`config.mk`:
```
export PLATFORM = sky130hd
export DESIGN_NAME = simd_imm_decoder
export DESIGN_NICKNAME = d
export VERILOG_FILES = /design/src/rtl/simd_imm_pkg.sv /design/src/rtl/simd_imm_class_dec.sv /design/src/rtl/simd_imm_expand.sv /design/src/rtl/simd_imm_out_stage.sv /design/src/rtl/simd_imm_decoder.sv
export SDC_FILE = /design/constraint.sdc
export NUM_CORES = 1
export LEC_CHECK = 0
export BUFFER_PORTS_ARGS = -buffer_cell sky130_fd_sc_hd__buf_2
export CAP_MARGIN = 30
export CORE_MARGIN = 1.5
export CORE_UTILIZATION = 41
export CTS_BUF_LIST = sky130_fd_sc_hd__clkbuf_16
export DETAILED_ROUTE_END_ITERATION = 10
export PLACE_DENSITY = 0.91
export SETUP_SLACK_MARGIN = 0.3
export SYNTH_ARGS = -nofsm -noshare
export SYNTH_HDL_FRONTEND = slang
export SYNTH_SLANG_ARGS = --single-unit
```
`constraint.sdc`:
```
create_clock -name clk -period 1.7 [get_ports clk]
set_input_delay 0.34 -clock clk [delete_from_list [all_inputs] [get_ports clk]]
set_output_delay 0.34 -clock clk [all_outputs]
set_load 0.03 [all_outputs]
```
`src/rtl/simd_imm_pkg.sv`:
```
package simd_imm_pkg;

    localparam int INSTR_W = 32;
    localparam int IMM_W   = 64;
    localparam int RAW_W   = 8;
    localparam int REG_W   = 5;
    localparam int ESZ_W   = 2;
    localparam int OP_W    = 4;
    localparam logic [7:0] GROUP_TAG = 8'h25;

    typedef enum logic [OP_W-1:0] {
        OP_NONE  = 4'd0,
        OP_ADD   = 4'd1,
        OP_SUB   = 4'd2,
        OP_RSUB  = 4'd3,
        OP_SQADD = 4'd4,
        OP_UQADD = 4'd5,
        OP_SQSUB = 4'd6,
        OP_UQSUB = 4'd7,
        OP_SMAX  = 4'd8,
        OP_UMAX  = 4'd9,
        OP_SMIN  = 4'd10,
        OP_UMIN  = 4'd11,
        OP_MUL   = 4'd12
    } op_e;

    typedef struct packed {
        logic             valid;
        op_e              op;
        logic [ESZ_W-1:0] esz;
        logic [REG_W-1:0] rd;
        logic [IMM_W-1:0] imm;
    } dec_t;

endpackage

```
`src/rtl/simd_imm_class_dec.sv`:
```
module simd_imm_class_dec
    import simd_imm_pkg::*;
(
    input  logic [INSTR_W-1:0] instr_i,
    output op_e                op_o,
    output logic               sext_o,
    output logic               shift_o
);

    op_e  op_raw;
    logic sh_raw;

    // Family and opcode selection from the fixed bit fields
    always_comb begin
        op_raw = OP_NONE;
        sh_raw = 1'b0;
        if (instr_i[31:24] == GROUP_TAG) begin
            case (instr_i[21:19])
                3'b100: begin
                    if (instr_i[15:14] == 2'b11) begin
                        sh_raw = instr_i[13];
                        case (instr_i[18:16])
                            3'b000:  op_raw = OP_ADD;
                            3'b001:  op_raw = OP_SUB;
                            3'b011:  op_raw = OP_RSUB;
                            3'b100:  op_raw = OP_SQADD;
                            3'b101:  op_raw = OP_UQADD;
                            3'b110:  op_raw = OP_SQSUB;
                            3'b111:  op_raw = OP_UQSUB;
                            default: op_raw = OP_NONE;
                        endcase
                    end
                end
                3'b101: begin
                    if (instr_i[15:13] == 3'b110) begin
                        case (instr_i[18:16])
                            3'b000:  op_raw = OP_SMAX;
                            3'b001:  op_raw = OP_UMAX;
                            3'b010:  op_raw = OP_SMIN;
                            3'b011:  op_raw = OP_UMIN;
                            default: op_raw = OP_NONE;
                        endcase
                    end
                end
                3'b110: begin
                    if (instr_i[15:13] == 3'b110 && instr_i[18:16] == 3'b000)
                        op_raw = OP_MUL;
                end
                default: op_raw = OP_NONE;
            endcase
        end
    end

    // Byte elements cannot take the shifted immediate form
    always_comb begin
        op_o    = op_raw;
        shift_o = sh_raw;
        if (sh_raw && instr_i[23:22] == 2'b00) begin
            op_o    = OP_NONE;
            shift_o = 1'b0;
        end
        sext_o = (op_o == OP_SMAX) || (op_o == OP_SMIN) || (op_o == OP_MUL);
    end

endmodule

```
`src/rtl/simd_imm_expand.sv`:
```
module simd_imm_expand #(
    parameter int RAW_BITS = 8,
    parameter int OUT_BITS = 64
) (
    input  logic [RAW_BITS-1:0] raw_i,
    input  logic                sext_i,
    input  logic                shift_i,
    output logic [OUT_BITS-1:0] imm_o
);

    localparam int PAD_W = OUT_BITS - RAW_BITS;

    logic [OUT_BITS-1:0] base;

    always_comb begin
        base  = sext_i ? {{PAD_W{raw_i[RAW_BITS-1]}}, raw_i}
                       : {{PAD_W{1'b0}}, raw_i};
        imm_o = shift_i ? (base << RAW_BITS) : base;
    end

endmodule

```
`src/rtl/simd_imm_out_stage.sv`:
```
module simd_imm_out_stage
    import simd_imm_pkg::*;
#(
    parameter bit REG_OUT = 1'b1
) (
    input  logic clk,
    input  logic rst_n,
    input  dec_t d_i,
    output dec_t q_o
);

    generate
        if (REG_OUT) begin : g_reg
            dec_t q_r;
            always_ff @(posedge clk or negedge rst_n) begin
                if (!rst_n) q_r <= '0;
                else        q_r <= d_i;
            end
            assign q_o = q_r;
        end else begin : g_pass
            assign q_o = d_i;
        end
    endgenerate

endmodule

```
`src/rtl/simd_imm_decoder.sv`:
```
module simd_imm_decoder
    import simd_imm_pkg::*;
#(
    parameter bit REG_OUT = 1'b1
) (
    input  logic                clk,
    input  logic                rst_n,
    input  logic [INSTR_W-1:0]  instr_i,
    output logic                valid_o,
    output logic [OP_W-1:0]     op_o,
    output logic [ESZ_W-1:0]    esize_o,
    output logic [REG_W-1:0]    reg_o,
    output logic [IMM_W-1:0]    imm_o
);

    op_e              cls_op;
    logic             cls_sext;
    logic             cls_shift;
    logic [IMM_W-1:0] wide_imm;
    dec_t             dec_d;
    dec_t             dec_q;

    simd_imm_class_dec u_class (
        .instr_i (instr_i),
        .op_o    (cls_op),
        .sext_o  (cls_sext),
        .shift_o (cls_shift)
    );

    simd_imm_expand #(
        .RAW_BITS (RAW_W),
        .OUT_BITS (IMM_W)
    ) u_expand (
        .raw_i   (instr_i[12:5]),
        .sext_i  (cls_sext),
        .shift_i (cls_shift),
        .imm_o   (wide_imm)
    );

    // Gather the result; every field is zero for an illegal word
    always_comb begin
        dec_d = '0;
        if (cls_op != OP_NONE) begin
            dec_d.valid = 1'b1;
            dec_d.op    = cls_op;
            dec_d.esz   = instr_i[23:22];
            dec_d.rd    = instr_i[4:0];
            dec_d.imm   = wide_imm;
        end
    end

    simd_imm_out_stage #(
        .REG_OUT (REG_OUT)
    ) u_out (
        .clk   (clk),
        .rst_n (rst_n),
        .d_i   (dec_d),
        .q_o   (dec_q)
    );

    assign valid_o = dec_q.valid;
    assign op_o    = dec_q.op;
    assign esize_o = dec_q.esz;
    assign reg_o   = dec_q.rd;
    assign imm_o   = dec_q.imm;

    // an illegal result carries no stray fields
    a_r9_invalid_zero: assert property (@(posedge clk) disable iff (!rst_n)
        !valid_o |-> (op_o == '0 && esize_o == '0 && reg_o == '0 && imm_o == '0));

    // unsigned compare immediates are zero above bit 7
    a_r7_unsigned_zext: assert property (@(posedge clk) disable iff (!rst_n)
        (valid_o && (op_o == OP_UMAX || op_o == OP_UMIN)) |-> (imm_o[63:8] == '0));

    // signed forms replicate bit 7 through the upper bits
    a_r7_signed_sext: assert property (@(posedge clk) disable iff (!rst_n)
        (valid_o && (op_o == OP_SMAX || op_o == OP_SMIN || op_o == OP_MUL))
        |-> (imm_o[63:7] == '0 || imm_o[63:7] == '1));

    // add/subtract immediate is a single byte, low or shifted by 8
    a_r4_addsub_range: assert property (@(posedge clk) disable iff (!rst_n)
        (valid_o && op_o >= OP_ADD && op_o <= OP_UQSUB)
        |-> (imm_o[63:16] == '0 && (imm_o[15:8] == '0 || imm_o[7:0] == '0)));

    // no shifted immediate ever leaves with byte elements
    a_r5_no_byte_shift: assert property (@(posedge clk) disable iff (!rst_n)
        (valid_o && esize_o == 2'b00 && op_o >= OP_ADD && op_o <= OP_UQSUB)
        |-> (imm_o[63:8] == '0));

    generate
        if (REG_OUT) begin : g_chk_reg
            // a valid output came from a prefixed word one cycle earlier
            a_r1_prefix_past: assert property (@(posedge clk) disable iff (!rst_n)
                valid_o |-> ($past(instr_i[31:24]) == GROUP_TAG));
        end else begin : g_chk_comb
            // a valid output needs the prefix on the current word
            a_r1_prefix_now: assert property (@(posedge clk) disable iff (!rst_n)
                valid_o |-> (instr_i[31:24] == GROUP_TAG));
        end
    endgenerate

endmodule

```
Yosys cells after proc, flatten, opt, wreduce, memory -nomap -nowiden
Cells that the tools add are included.
{"block": "classes", "n_eq_ne": 16, "muxes": 15, "reduce_logical": 7}
{"operator": "$mux W64", "count": 2}
{"operator": "$mux W76", "count": 1}
{"operator": "$eq A3 B3 Y1 const B", "count": 8}
{"operator": "$pmux W3 S7", "count": 1}
{"operator": "$mux W4", "count": 5}
{"operator": "$pmux W4 S4", "count": 1}
{"operator": "$eq A4 B4 Y1 const B", "count": 3}
{"operator": "$pmux W4 S3", "count": 1}
{"operator": "$eq A8 B6 Y1 const B", "count": 1}
{"operator": "$eq A3 B2 Y1 const B", "count": 2}
{"operator": "$mux W1", "count": 4}
{"operator": "$reduce_bool A4 Y1", "count": 1}
{"operator": "$eq A3 B1 Y1 const B", "count": 1}
{"operator": "$logic_not A3 Y1", "count": 1}
{"operator": "$eq A2 B2 Y1 const B", "count": 1}
{"operator": "$logic_and A1 B1 Y1", "count": 2}
{"operator": "$logic_not A2 Y1", "count": 1}
{"operator": "$logic_or A1 B1 Y1", "count": 2}
{"block": "totals", "regBits": 76, "input_bits": 34, "output_inout_bits": 76, "word_cells": 43}

Depth between registers and ports, before layout
{"block": "logic_depth", "word_depth": 12, "depth_mapped": 7, "depth_no_buf": 5}

Modules after synthesis
A second synthesis with hierarchy kept.
{"block": "hier_totals", "cells_unflattened": 288, "area_unflattened_um2": 3762.4}
{"mod": "simd_imm_out_stage", "instances": 1, "cells_per_inst": 76, "area_each_um2": 1901.8}
{"mod": "simd_imm_decoder", "instances": 1, "cells_per_inst": 108, "area_each_um2": 1128.6}
{"mod": "simd_imm_expand", "instances": 1, "cells_per_inst": 73, "area_each_um2": 506.7}
{"mod": "simd_imm_class_dec", "instances": 1, "cells_per_inst": 31, "area_each_um2": 225.2}

Least setup slack after synthesis
OpenSTA, ideal clock, no wires.
{"block": "synth_path", "kind": "input to register", "startpoint": "input instr_i[19]", "endpoint": "register u_out.g_reg.q_r, in the netlist u_out.q_o[0]", "setup_time_ns": 0.066, "t_arrival_ns": 1.873, "required_time_ns": 1.634, "path_slack_ns": -0.238, "path_stages": 6, "n_path_buf": 1, "path_cell_list": "buf_6 > or3_4 > a211o_1 > a2111oi_4 > and2b_4 > and2_1"}
{"element": "start: declaration", "line_no": "simd_imm_decoder.sv:8", "source": "input logic [INSTR_W-1:0] instr_i,"}
{"element": "end signal: assignment", "line_no": "simd_imm_out_stage.sv:17", "source": "else q_r <= d_i;"}
{"element": "end: declaration", "line_no": "simd_imm_out_stage.sv:14", "source": "dec_t q_r;"}

==> impl_table.tex <==
\begin{tabular}{lr}
\hline
Metric & Value \\
\hline
\multicolumn{2}{l}{\textbf{Logic synthesis}} \\
\quad Post-synthesis average cell area & 10.16 sq um \\
\quad Synth top area share & 46.40\% \\
\quad Post-synthesis sequential element count & 29 \\
\quad Sequential cell area fraction in the yosys report & 46.40\% \\
\quad Cell variety after synth & 30 \\
\quad Post-synthesis cell area & 0.001564 sq mm \\
\quad Cell accounting for the most synthesized area & dfrtp\_1 \\
\quad Number of nets produced by synthesis & 188 \\
\quad Synth Instances & 154 \\
\quad Synth area leaders & dfrtp\_1 46\%, buf\_4 23\%, and2\_2 3.4\% \\
\quad Synth warnings & 0 \\
\multicolumn{2}{l}{\textbf{GRT}} \\
\quad Vias in the first global route & 1356 \\
\quad Number of antenna violations at the first check in global routing & 0 \\
\quad Pin count of the biggest net entering global routing & 30 \\
\quad Global-route wire length before repair & 6106 um \\
\quad Remaining global-route overflow & 0 \\
\quad Overall routing resource usage & 19.44\% \\
\multicolumn{2}{l}{\textbf{Cells and area}} \\
\quad Post-route core utilization & 77.07\% \\
\quad Synthesis-to-finish area growth & 80.40\% \\
\quad Design area & 0.002821 sq mm \\
\quad Number of flip-flops in the largest register & 29 \\
\quad Filler instances & 232 \\
\quad Share of cells above drive strength 1 & 70.24\% \\
\quad Layout net count & 285 \\
\quad Antenna diode instance count & 0 \\
\multicolumn{2}{l}{\textbf{Pwr}} \\
\quad Areal power density over the cells & 577.7 mW/mm\^{}2 \\
\quad Peak VDD IR & 0.5080 mV \\
\quad Leak & 1.422 nW \\
\multicolumn{2}{l}{\textbf{Timing}} \\
\quad Worst Tran Pin Value & 0.6008 ns \\
\quad Number of setup violations in the final report & 0 \\
\quad Relative slew slack & 59.95\% \\
\quad Max Clk Rate & 603.2 MHz \\
\quad Max-slew violation count & 0 \\
\quad Crit share post-route & 97.52\% \\
\quad Minimum period implied by the final worst setup slack & 1.658 ns \\
\quad Final hold vios & 0 \\
\quad Setup repair after global routing missed its margin & yes \\
\multicolumn{2}{l}{\textbf{Critical path}} \\
\quad Crit path largest cell delay & 0.38 ns \\
\quad List of cells traversed by the critical path & buf\_6, or3\_4, a211o\_1, a2111oi\_4, and2b\_4, and2\_4 \\
\quad Worst endpoint required time & 1.91 ns \\
\quad Critical path fanouts, max & 8 \\
\quad Critical path's top delay family & simple AND/OR/NAND/NOR gates \\
\quad Critical Path Slowest Stage Cell & or3\_4 \\
\quad Crit path capture type & register \\
\quad Buffer and inverter count on the worst path & 1 \\
\quad Worst Path Class, Setup & in -> reg \\
\quad Worst setup SP type & primary input \\
\quad Arrival time at the worst endpoint & 1.86 ns \\
\quad Worst Setup SP & instr\_i[16] \\
\multicolumn{2}{l}{\textbf{Floorplanning}} \\
\quad Die Wd & 64.76 um \\
\quad Area of the core & 0.003661 sq mm \\
\quad Chip height & 64.76 um \\
\quad I/O pin count & 110 \\
\quad Overall die area & 0.004194 sq mm \\
\quad Number of rows in the core area & 22 \\
\quad Initial core utilization & 42.72\% \\
\multicolumn{2}{l}{\textbf{Worst hold path}} \\
\quad Path category of the worst min-delay check & in -> async \\
\multicolumn{2}{l}{\textbf{Placement}} \\
\quad Number of port buffers & 109 \\
\quad Half-perimeter wire length after detailed placement & 2717 um \\
\quad RePlAce Congestion & 0.7880 \\
\quad Placed Area & 0.001952 sq mm \\
\multicolumn{2}{l}{\textbf{CTS}} \\
\quad Root Buffer & clkbuf\_16 \\
\quad Total number of H-tree levels & 2 \\
\quad Worst-path clk slew & 0.04 ns \\
\quad Longest Clk Path Bufs & 2 \\
\quad TritonCTS Sinks & 29 \\
\quad Clock tree from TritonCTS & done \\
\quad Number of clock buffers inserted by TritonCTS & 5 \\
\quad Count of hold buffers inserted by post-cts repair & 0 \\
\multicolumn{2}{l}{\textbf{Route}} \\
\quad Count of nets left with antenna violations after detail routing & 0 \\
\quad Total number of vias & 1462 \\
\quad Pre-antenna DRT Iters & 4 \\
\quad Vias per Instance & 4.873 \\
\quad Wire length per cell after detailed routing & 14.72 um \\
\quad Number of design-rule violations left by the first detailed-router iteration & 38 \\
\quad Drt drc & 0 \\
\quad Wirelength, routed & 4417 um \\
\multicolumn{2}{l}{\textbf{Run status}} \\
\quad Run status & finished clean \\
\multicolumn{2}{l}{\textbf{Flow run}} \\
\quad Reported max-cap violation count & 0 \\
\hline
\end{tabular}
## kinds of logic (layout without fill, tap and decap cells)
family | Yosys count | after routing | synth area share, %
DFF | 29 | 29 | 46.40
and+or+nand+nor | 55 | 55 | 20.88
AOI/OAI and AO/OA | 19 | 19 | 8.721
buffers and inverters | 51 | 149 | 24.00
## final cells by class
type	count	area (sq um)	share of cell area, %
Timing Repair Buffer	140	1305	46.25
Clock inverter	3	12.51	0.4435
Tap cell	48	60.06	2.129
Sequential cell	29	729.5	25.85
Inverter	1	3.754	0.1330
Multi-Input combinational cell	74	585.6	20.75
Clock buffer	5	125.1	4.435
## cell usage in the layout (no fill, tap or decap), types with 2 or more instances in the layout
| cell type | n |
|---|---|
| a21oi_2 | 5 |
| nand3_1 | 6 |
| nand3_2 | 3 |
| buf_2 | 59 |
| buf_16 | 3 |
| buf_4 | 15 |
| and2_4 | 8 |
| a21oi_1 | 5 |
| buf_8 | 21 |
| buf_6 | 39 |
| nor2_1 | 6 |
| buf_12 | 3 |
| clkinv_1 | 2 |
| nand2_2 | 2 |
| clkbuf_16 | 5 |
| nand2b_1 | 3 |
| nand3b_1 | 2 |
| dfrtp_1 | 28 |
| and2_1 | 7 |
| nor3_1 | 2 |
| nand2_1 | 4 |
## cell usage after synthesis
cell type / instances
o31a_1: 1
nand4_1: 1
buf_6: 1
nand3_1: 9
nand2b_1: 3
inv_1: 1
nor3_1: 2
nor4bb_1: 1
and2b_4: 1
a21oi_1: 10
a31o_2: 1
nand3b_1: 2
nor4_1: 2
or2b_1: 1
dfrtp_1: 29
a211o_1: 1
o21ai_0: 2
o21bai_1: 1
and2_1: 8
and2_2: 7
nand2_1: 7
nor2_1: 8
nor4_2: 1
a2111oi_4: 1
or3_4: 1
a31oi_1: 1
buf_4: 47
o41ai_1: 1
nor4b_1: 1
clkbuf_1: 2
## worst paths after layout
| kind | to | slack (ns) | cells after the start |
|---|---|---|---|
| setup / recovery | u_out.q_o[4] | 0.04 | 6 |
| hold / removal | u_out.q_o[8] | 0.08 | 1 |
| max in group asynchronous | u_out.q_o[56] | 1.17 | 1 |
| min in group clk | u_out.q_o[6] | 0.30 | 2 |
## where the power goes
part | leakage [nW] | switching (mW) | internal, mW | total, mW
clock network | 0.0687 | 0.262 | 0.525 | 0.786
registers | 0.403 | 0.00000654 | 0.692 | 0.692
logic | 0.950 | 0.0823 | 0.0688 | 0.151
## per-stage QoR
stage	setup TNS [ns]	setup WS [ns]	hold slack [ns]	total power, mW	cells
final	0	0.04214	0.08304	1.630	300
after global routing	0	0.01018	0.1292	1.697	300
after CTS	0	0.06730	0.09892	1.627	297
after detailed placement	-3.521	-0.2322	0.3797	0.8288	277
after global placement	-2.731	-0.1869	0.3774	0.8226	277
after floorplan	-1.678	-0.1819	0.04441	0.7467	154
## layer usage
metal	GRT usage [%]	up-vias	wire [um]
met3	4.340	11	407
met2	39.43	97	2462
met4	9.574	0	125
li1	-	662	-
met5	0	-	0
met1	17.51	692	1422
## timing repair
item / CTS / global route
pin swaps: 21 / 6
gates resized for setup: 79 / 107
setup endpoints to repair: 76 / 77
gates cloned: 3 / 1
setup buffers: 9 / 2
endpoints found under the hold margin: 0 / 0
Note: power is estimated with default switching activity, not from simulation.
